File: src/rtl/ssa_rx_pkg.sv
package ssa_rx_pkg;
  localparam int WORD_W    = 16;
  localparam int MAX_SLOTS = 32;
  localparam int SLOT_W    = $clog2(MAX_SLOTS);
  localparam int CNT_W     = $clog2(WORD_W);

  typedef struct packed {
    logic [SLOT_W-1:0] slot;
    logic [WORD_W-1:0] word;
  } rx_entry_t;

  // index of the last bit of a word for a length code
  function automatic logic [CNT_W-1:0] wl_last(input logic [1:0] code);
    case (code)
      2'd0:    wl_last = CNT_W'(7);
      2'd1:    wl_last = CNT_W'(9);
      2'd2:    wl_last = CNT_W'(11);
      default: wl_last = CNT_W'(15);
    endcase
  endfunction

  function automatic logic [WORD_W-1:0] wl_mask(input logic [1:0] code);
    case (code)
      2'd0:    wl_mask = WORD_W'(16'h00FF);
      2'd1:    wl_mask = WORD_W'(16'h03FF);
      2'd2:    wl_mask = WORD_W'(16'h0FFF);
      default: wl_mask = WORD_W'(16'hFFFF);
    endcase
  endfunction
endpackage

File: src/rtl/ssa_rx_edge.sv
module ssa_rx_edge (
  input  logic clk,
  input  logic rst_n,
  input  logic sel_sync,
  input  logic rx_bclk,
  input  logic rx_fs,
  input  logic tx_bclk,
  input  logic tx_fs,
  input  logic rx_data,
  output logic bit_ev,
  output logic fs_s,
  output logic dat_s
);
  logic bclk_sel, fs_sel;
  logic bclk_q, bclk_qq;

  always_comb begin
    bclk_sel = sel_sync ? tx_bclk : rx_bclk;
    fs_sel   = sel_sync ? tx_fs   : rx_fs;
  end

  always_ff @(posedge clk or negedge rst_n) begin
    if (!rst_n) begin
      bclk_q  <= 1'b0;
      bclk_qq <= 1'b0;
      fs_s    <= 1'b0;
      dat_s   <= 1'b0;
    end else begin
      bclk_q  <= bclk_sel;
      bclk_qq <= bclk_q;
      fs_s    <= fs_sel;
      dat_s   <= rx_data;
    end
  end

  // falling edge of the selected bit clock
  assign bit_ev = bclk_qq & ~bclk_q;
endmodule

File: src/rtl/ssa_rx_frame.sv
module ssa_rx_frame
  import ssa_rx_pkg::*;
(
  input  logic                 clk,
  input  logic                 rst_n,
  input  logic                 bit_ev,
  input  logic                 fs_s,
  input  logic                 dat_s,
  input  logic [1:0]           mode,
  input  logic [1:0]           wlen,
  input  logic                 early,
  input  logic [SLOT_W-1:0]    slots_m1,
  input  logic [MAX_SLOTS-1:0] slot_en,
  output logic                 push,
  output rx_entry_t            entry
);
  logic [WORD_W-1:0] sh_q, sh_n, shifted;
  logic [CNT_W-1:0]  cnt_q, cnt_n;
  logic [SLOT_W-1:0] slot_q, slot_n;
  logic              act_q, act_n, fsp_q, fsp_n;
  logic              push_n;
  rx_entry_t         ent_n;
  logic              gated, network, last_bit;

  always_comb begin
    gated    = (mode == 2'd2);
    network  = (mode == 2'd1);
    shifted  = {sh_q[WORD_W-2:0], dat_s};
    last_bit = (cnt_q == wl_last(wlen));
    sh_n     = sh_q;
    cnt_n    = cnt_q;
    slot_n   = slot_q;
    act_n    = act_q;
    fsp_n    = fsp_q;
    push_n   = 1'b0;
    ent_n.word = shifted & wl_mask(wlen);
    ent_n.slot = '0;
    if (bit_ev) begin
      fsp_n = fs_s;
      if (gated) begin
        sh_n = shifted;
        if (last_bit) begin
          push_n = 1'b1;
          cnt_n  = '0;
        end else begin
          cnt_n = cnt_q + 1'b1;
        end
      end else if (fs_s && !fsp_q) begin
        act_n  = 1'b1;
        slot_n = '0;
        if (early) begin
          cnt_n = '0;
        end else begin
          sh_n  = shifted;
          cnt_n = CNT_W'(1);
        end
      end else if (act_q) begin
        sh_n = shifted;
        if (last_bit) begin
          cnt_n      = '0;
          ent_n.slot = network ? slot_q : '0;
          push_n     = network ? slot_en[slot_q] : 1'b1;
          slot_n     = slot_q + 1'b1;
          if (!network || slot_q == slots_m1) act_n = 1'b0;
        end else begin
          cnt_n = cnt_q + 1'b1;
        end
      end
    end
  end

  always_ff @(posedge clk or negedge rst_n) begin
    if (!rst_n) begin
      sh_q   <= '0;
      cnt_q  <= '0;
      slot_q <= '0;
      act_q  <= 1'b0;
      fsp_q  <= 1'b0;
      push   <= 1'b0;
      entry  <= '0;
    end else begin
      push <= push_n;
      if (bit_ev) begin
        sh_q   <= sh_n;
        cnt_q  <= cnt_n;
        slot_q <= slot_n;
        act_q  <= act_n;
        fsp_q  <= fsp_n;
      end
      if (push_n) entry <= ent_n;
    end
  end
endmodule

File: src/rtl/ssa_rx_fifo.sv
module ssa_rx_fifo
  import ssa_rx_pkg::*;
#(
  parameter int DEPTH = 4
) (
  input  logic      clk,
  input  logic      rst_n,
  input  logic      wr,
  input  rx_entry_t wr_entry,
  output logic      rd_valid,
  input  logic      rd_ready,
  output rx_entry_t rd_entry,
  output logic      ovr
);
  localparam int AW = $clog2(DEPTH);

  rx_entry_t     mem [DEPTH];
  logic [AW-1:0] wp_q, rp_q;
  logic [AW:0]   cnt_q, cnt_n;
  logic          full, do_wr, do_rd;

  always_comb begin
    full     = (cnt_q == (AW+1)'(DEPTH));
    rd_valid = (cnt_q != '0);
    do_wr    = wr && !full;
    do_rd    = rd_valid && rd_ready;
    cnt_n    = cnt_q + (AW+1)'(do_wr) - (AW+1)'(do_rd);
    rd_entry = mem[rp_q];
  end

  always_ff @(posedge clk) begin
    if (do_wr) mem[wp_q] <= wr_entry;
  end

  always_ff @(posedge clk or negedge rst_n) begin
    if (!rst_n) begin
      wp_q  <= '0;
      rp_q  <= '0;
      cnt_q <= '0;
      ovr   <= 1'b0;
    end else begin
      cnt_q <= cnt_n;
      if (do_wr) wp_q <= wp_q + 1'b1;
      if (do_rd) rp_q <= rp_q + 1'b1;
      if (wr && full) ovr <= 1'b1;
    end
  end
endmodule

File: src/rtl/ssa_rx.sv
module ssa_rx
  import ssa_rx_pkg::*;
#(
  parameter int FIFO_DEPTH = 4
) (
  input  logic                 clk,
  input  logic                 rst_n,
  input  logic                 cfg_sync,
  input  logic [1:0]           cfg_mode,
  input  logic [1:0]           cfg_wlen,
  input  logic                 cfg_early,
  input  logic [SLOT_W-1:0]    cfg_slots_m1,
  input  logic [MAX_SLOTS-1:0] cfg_slot_en,
  input  logic                 rx_bclk,
  input  logic                 rx_fs,
  input  logic                 tx_bclk,
  input  logic                 tx_fs,
  input  logic                 rx_data,
  output logic                 out_valid,
  input  logic                 out_ready,
  output logic [WORD_W-1:0]    out_word,
  output logic [SLOT_W-1:0]    out_slot,
  output logic                 overrun
);
  logic [1:0] rs_q;
  logic       rst_core_n;
  logic       bit_ev, fs_s, dat_s, push;
  rx_entry_t  ent_in, ent_out;

  // asynchronous assert, synchronous release
  always_ff @(posedge clk or negedge rst_n) begin
    if (!rst_n) rs_q <= 2'b00;
    else        rs_q <= {rs_q[0], 1'b1};
  end
  assign rst_core_n = rs_q[1];

  ssa_rx_edge u_edge (
    .clk(clk), .rst_n(rst_core_n), .sel_sync(cfg_sync),
    .rx_bclk(rx_bclk), .rx_fs(rx_fs), .tx_bclk(tx_bclk), .tx_fs(tx_fs),
    .rx_data(rx_data), .bit_ev(bit_ev), .fs_s(fs_s), .dat_s(dat_s)
  );

  ssa_rx_frame u_frame (
    .clk(clk), .rst_n(rst_core_n), .bit_ev(bit_ev), .fs_s(fs_s), .dat_s(dat_s),
    .mode(cfg_mode), .wlen(cfg_wlen), .early(cfg_early),
    .slots_m1(cfg_slots_m1), .slot_en(cfg_slot_en),
    .push(push), .entry(ent_in)
  );

  ssa_rx_fifo #(.DEPTH(FIFO_DEPTH)) u_fifo (
    .clk(clk), .rst_n(rst_core_n), .wr(push), .wr_entry(ent_in),
    .rd_valid(out_valid), .rd_ready(out_ready), .rd_entry(ent_out), .ovr(overrun)
  );

  assign out_word = ent_out.word;
  assign out_slot = ent_out.slot;
endmodule

File: config.mk
export PLATFORM = sky130hd
export DESIGN_NAME = ssa_rx
export DESIGN_NICKNAME = d
export VERILOG_FILES = /design/src/rtl/ssa_rx_pkg.sv /design/src/rtl/ssa_rx_edge.sv /design/src/rtl/ssa_rx_frame.sv /design/src/rtl/ssa_rx_fifo.sv /design/src/rtl/ssa_rx.sv
export SDC_FILE = /design/constraint.sdc
export NUM_CORES = 1
export LEC_CHECK = 0
export BUFFER_PORTS_ARGS = -buffer_cell sky130_fd_sc_hd__buf_4
export CORE_ASPECT_RATIO = 1.75
export CORE_MARGIN = 3
export CORE_UTILIZATION = 52
export DETAILED_ROUTE_END_ITERATION = 6
export PLACE_DENSITY = 0.75
export SLEW_MARGIN = 20
export SYNTH_ARGS = -nofsm -noshare
export SYNTH_HDL_FRONTEND = slang
export SYNTH_SLANG_ARGS = --single-unit
File: constraint.sdc
create_clock -name clk -period 1.7 [get_ports clk]
set_input_delay 0 -clock clk [delete_from_list [all_inputs] [get_ports clk]]
set_output_delay 0 -clock clk [all_outputs]
set_load 0.01 [all_outputs]
==> results.md <==
* Synthesized flop and latch total at between 100 and 150
* Pin count of the biggest net entering global routing at 61
* Hold EP: u_frame.act_q$_DFFE_PN0P_
* TNS Setup at -14.31 ns
* Initial antenna violation count at 0
* Register area at 4080 µm²
* Critical Path End Type: register
* Synth Flop Type: edfxtp_1
* P&R area growth vs syn at 34.8%
* Startpoint types: register
* Max Cap Violations at 0
* Endpoints failing setup at 42
* DRC Markers at 0
* Die W at approximately 90 µm
* Placeable Area at between 10,000 and 15,000 µm²
* P per Cell Area at about 1500 nW/µm²
* Die Area at 13,300 µm²
* Final Instance Area at 8370 µm²
* Vias per cell at 5.48
* Fillers at between 700 and 800
* CTS Root Cell: clkbuf_16
* Worst hold margin at 0.0697 ns
* GP Congestion at 0.794
* Final min period at 2.36 ns
* VDD IR max at 785 µV
* Synth warn at 0
* Place WS at -0.648 ns
* Power, Total at 12.8 mW
* Port Buf Inserts at 73
* Hold Vio Cnt, Final at 0
* Worst hold path class: in2reg
* Proportion of layout cells with a drive suffix above 1 at 47.2%
* Sequential area share after synthesis at about 66%
* F_max at 424 MHz
* Worst Path Required at 2.01 ns
* Placed inst area at roughly 7300 µm²
* Post-synth EDFFs at 84
* Critical path peak fanout at 8
* R2r setup slk at -0.66 ns
* Leak pwr at about 3.4 nW
* Pre-antenna DRT Iters at 4
* WS Path Type: reg2reg
* First-pass GRT wire length at between 20,000 and 25,000 µm
* Post-synth ARST share at 42.5%
* Top Ports at 74
* Hold Path Origin: cfg_mode[1]
* Syn Nets at 443
* Detail Placement HPWL at 8040 µm
* DRT antenna net count at 0
* Synth cell types at 49
* Number of global-route vias before repair at 4,039
* Grt total ovfl at 0
* Sink Count at 146
* Final worst slack at -0.661 ns
* Clock-pin slew on the worst setup and hold paths at about 0.060 ns
* DR vias at 3,688
* Failing checks: negative setup slack
* Initial DRC count at 181
* Chip Height at between 150 and 200 µm
* Placed insts at 616
* Crit path arrival time at 2.67 ns
* Fin crit share at 139%
* Multi-input gate area at 2210 µm²
* Final net count at 589
* Status: finished, violations left
* Final Core Density at 71.9%
* Final WL at approximately 13,000 µm
* FF-to-FF End: u_frame.entry[10]$_DFFE_PN0P_
* Syn avg cell area at 16.4 µm²
* Synth Instances at 379
* Wire length per cell at ~19 µm
* Worst Hold Depth at 4
* Worst-Skew Late Latency at ~0.41 ns
* N_diodes at 0
* CTS tree: built
* CTS Buf Count at 17
* Maximum buffer depth of the clock tree at 2
* Clock Skew at 0.0163 ns
* RSZ-0062 raised after global routing: true
* R2R depth at 9
* Mapped Area at 6210 µm²
* Initial Util at a little over half
* FP Rows at 52
* Final Non-Filler Cells at 673
* Total GRT Usage at between 20% and 30%
* Max-slew violations at 0
* Worst r2r src: u_frame.slot_q[0]$_DFFE_PN0P_
* H-tree Lvls at 4
## kinds of logic after synthesis
logic type               Yosys count  synth area share (%)
AND/OR/NAND/NOR                   62                  5.32
buffers and inverters             38                  2.84
other                              1                0.0604
AO/OA/AOI/OAI                     29                  3.59
multiplexers                      74                  17.6
adder cells (fa/ha/maj)           13                  2.74
flip-flops                       146                  65.6
XOR/XNOR                          16                  2.26
## worst max path at each step
stage / startpoint / to / slack [ns] / cells after the start
3_3_place_gp: u_frame.slot_q[0]$_DFFE_PN0P_ / u_frame.entry[3]$_DFFE_PN0P_ / -0.59 / 6
3_5_place_dp: u_frame.slot_q[0]$_DFFE_PN0P_ / u_frame.entry[10]$_DFFE_PN0P_ / -0.65 / 7
4_1_cts: u_frame.slot_q[0]$_DFFE_PN0P_ / u_frame.entry[4]$_DFFE_PN0P_ / -0.59 / 8
5_1_grt: u_frame.slot_q[0]$_DFFE_PN0P_ / u_frame.entry[10]$_DFFE_PN0P_ / -0.72 / 9
6_report: u_frame.slot_q[0]$_DFFE_PN0P_ / u_frame.entry[10]$_DFFE_PN0P_ / -0.66 / 9
2_1_floorplan: u_frame.slot_q[1]$_DFFE_PN0P_ / u_frame.entry[0]$_DFFE_PN0P_ / -0.40 / 8
## what timing repair did
item / in CTS / in global routing
cloned: 3 / 5
resized for setup: 49 / 19
pin swaps: 6 / 9
setup endpoints to repair: 149 / 136
buffers inserted: 8 / 3
endpoints found under the hold margin: 6 / 0
hold buffers: 8 / 0
## sequential cells by signal, summed over array words and instances, names as in the netlist, 3 cells and up
| signal | flops |
|---|---|
| u_frame.slot_q | 5 |
| u_fifo.cnt_q | 3 |
| u_frame.cnt_q | 4 |
| u_fifo.mem | 84 |
| u_frame.entry | 21 |
| u_frame.sh_q | 15 |
## per-layer routing
metal	track usage [%]	up-vias	part of all wire, %
li1	-	1708	-
met1	22.4	1877	34
met2	37.4	82	60
met3	4.71	21	2.9
met4	8.40	0	2.5
met5	0	-	0
## Yosys cell counts (3+ instances only)
| cell type | instances | area (µm²) |
|---|---|---|
| nor2b_1 | 8 | 50.1 |
| buf_6 | 3 | 33.8 |
| and2_1 | 5 | 31.3 |
| nand3_1 | 6 | 30.0 |
| o31ai_1 | 3 | 22.5 |
| mux4_2 | 25 | 563 |
| ha_1 | 12 | 150 |
| buf_1 | 3 | 11.3 |
| clkbuf_1 | 4 | 15.0 |
| nor2_1 | 8 | 30.0 |
| nand2_1 | 18 | 67.6 |
| mux2i_1 | 19 | 190 |
| xnor2_1 | 10 | 87.6 |
| edfxtp_1 | 84 | 2520 |
| o21ai_0 | 9 | 45.0 |
| mux2_1 | 9 | 101 |
| buf_2 | 4 | 20.0 |
| dfrtp_1 | 62 | 1550 |
| and3_1 | 3 | 18.8 |
| nand2b_1 | 4 | 25.0 |
| inv_1 | 22 | 82.6 |
| xor2_1 | 6 | 52.6 |
| mux2_2 | 20 | 225 |
| nor3_1 | 3 | 15.0 |
## worst max-delay path, cell delays in order (launching register included)
cell and delay (ns):
dfrtp_2 0.48, mux2i_1 0.15, mux4_2 0.48, a22o_1 0.23, nor3_2 0.24, nor3_4 0.08, buf_12 0.14, inv_8 0.08
buf_12 0.14, mux2i_4 0.24
## cell usage in the layout (no fill, tap or decap), types with 5 or more instances in the layout
cell type	netlist	final
buf_6	3	22
edfxtp_1	84	84
buf_4	1	99
dlygate4sd3_1	0	8
mux4_2	25	25
mux2_4	1	8
and2_4	0	9
nand2_1	18	18
nand3_1	6	6
nor2b_1	8	6
nor2_1	8	8
xor2_1	6	6
clkbuf_16	0	18
o21ai_0	9	8
mux2i_1	19	18
ha_1	12	10
dfrtp_1	62	58
inv_6	0	5
mux2_2	20	20
xnor2_1	10	8
inv_1	22	21
## report_power, final
| group | switching (mW) | leakage (nW) | total (mW) | internal [mW] |
|---|---|---|---|---|
| clock | 1.45 | 0.275 | 3.63 | 2.18 |
| sequential | 0.631 | 1.53 | 5.16 | 4.53 |
| combinational | 1.63 | 1.62 | 3.99 | 2.35 |
## cell type report
| type | instances | share of cell area (%) |
|---|---|---|
| Timing Repair inverter | 1 | 0.0897 |
| Clock buffer | 19 | 5.17 |
| Inverter | 23 | 1.12 |
| Sequential cell | 146 | 48.7 |
| Clock inverter | 13 | 1.78 |
| Tap cell | 135 | 2.02 |
| Multi-Input combinational cell | 199 | 26.4 |
| Timing Repair Buffer | 137 | 14.7 |
Power figures use the tool's default switching activity.
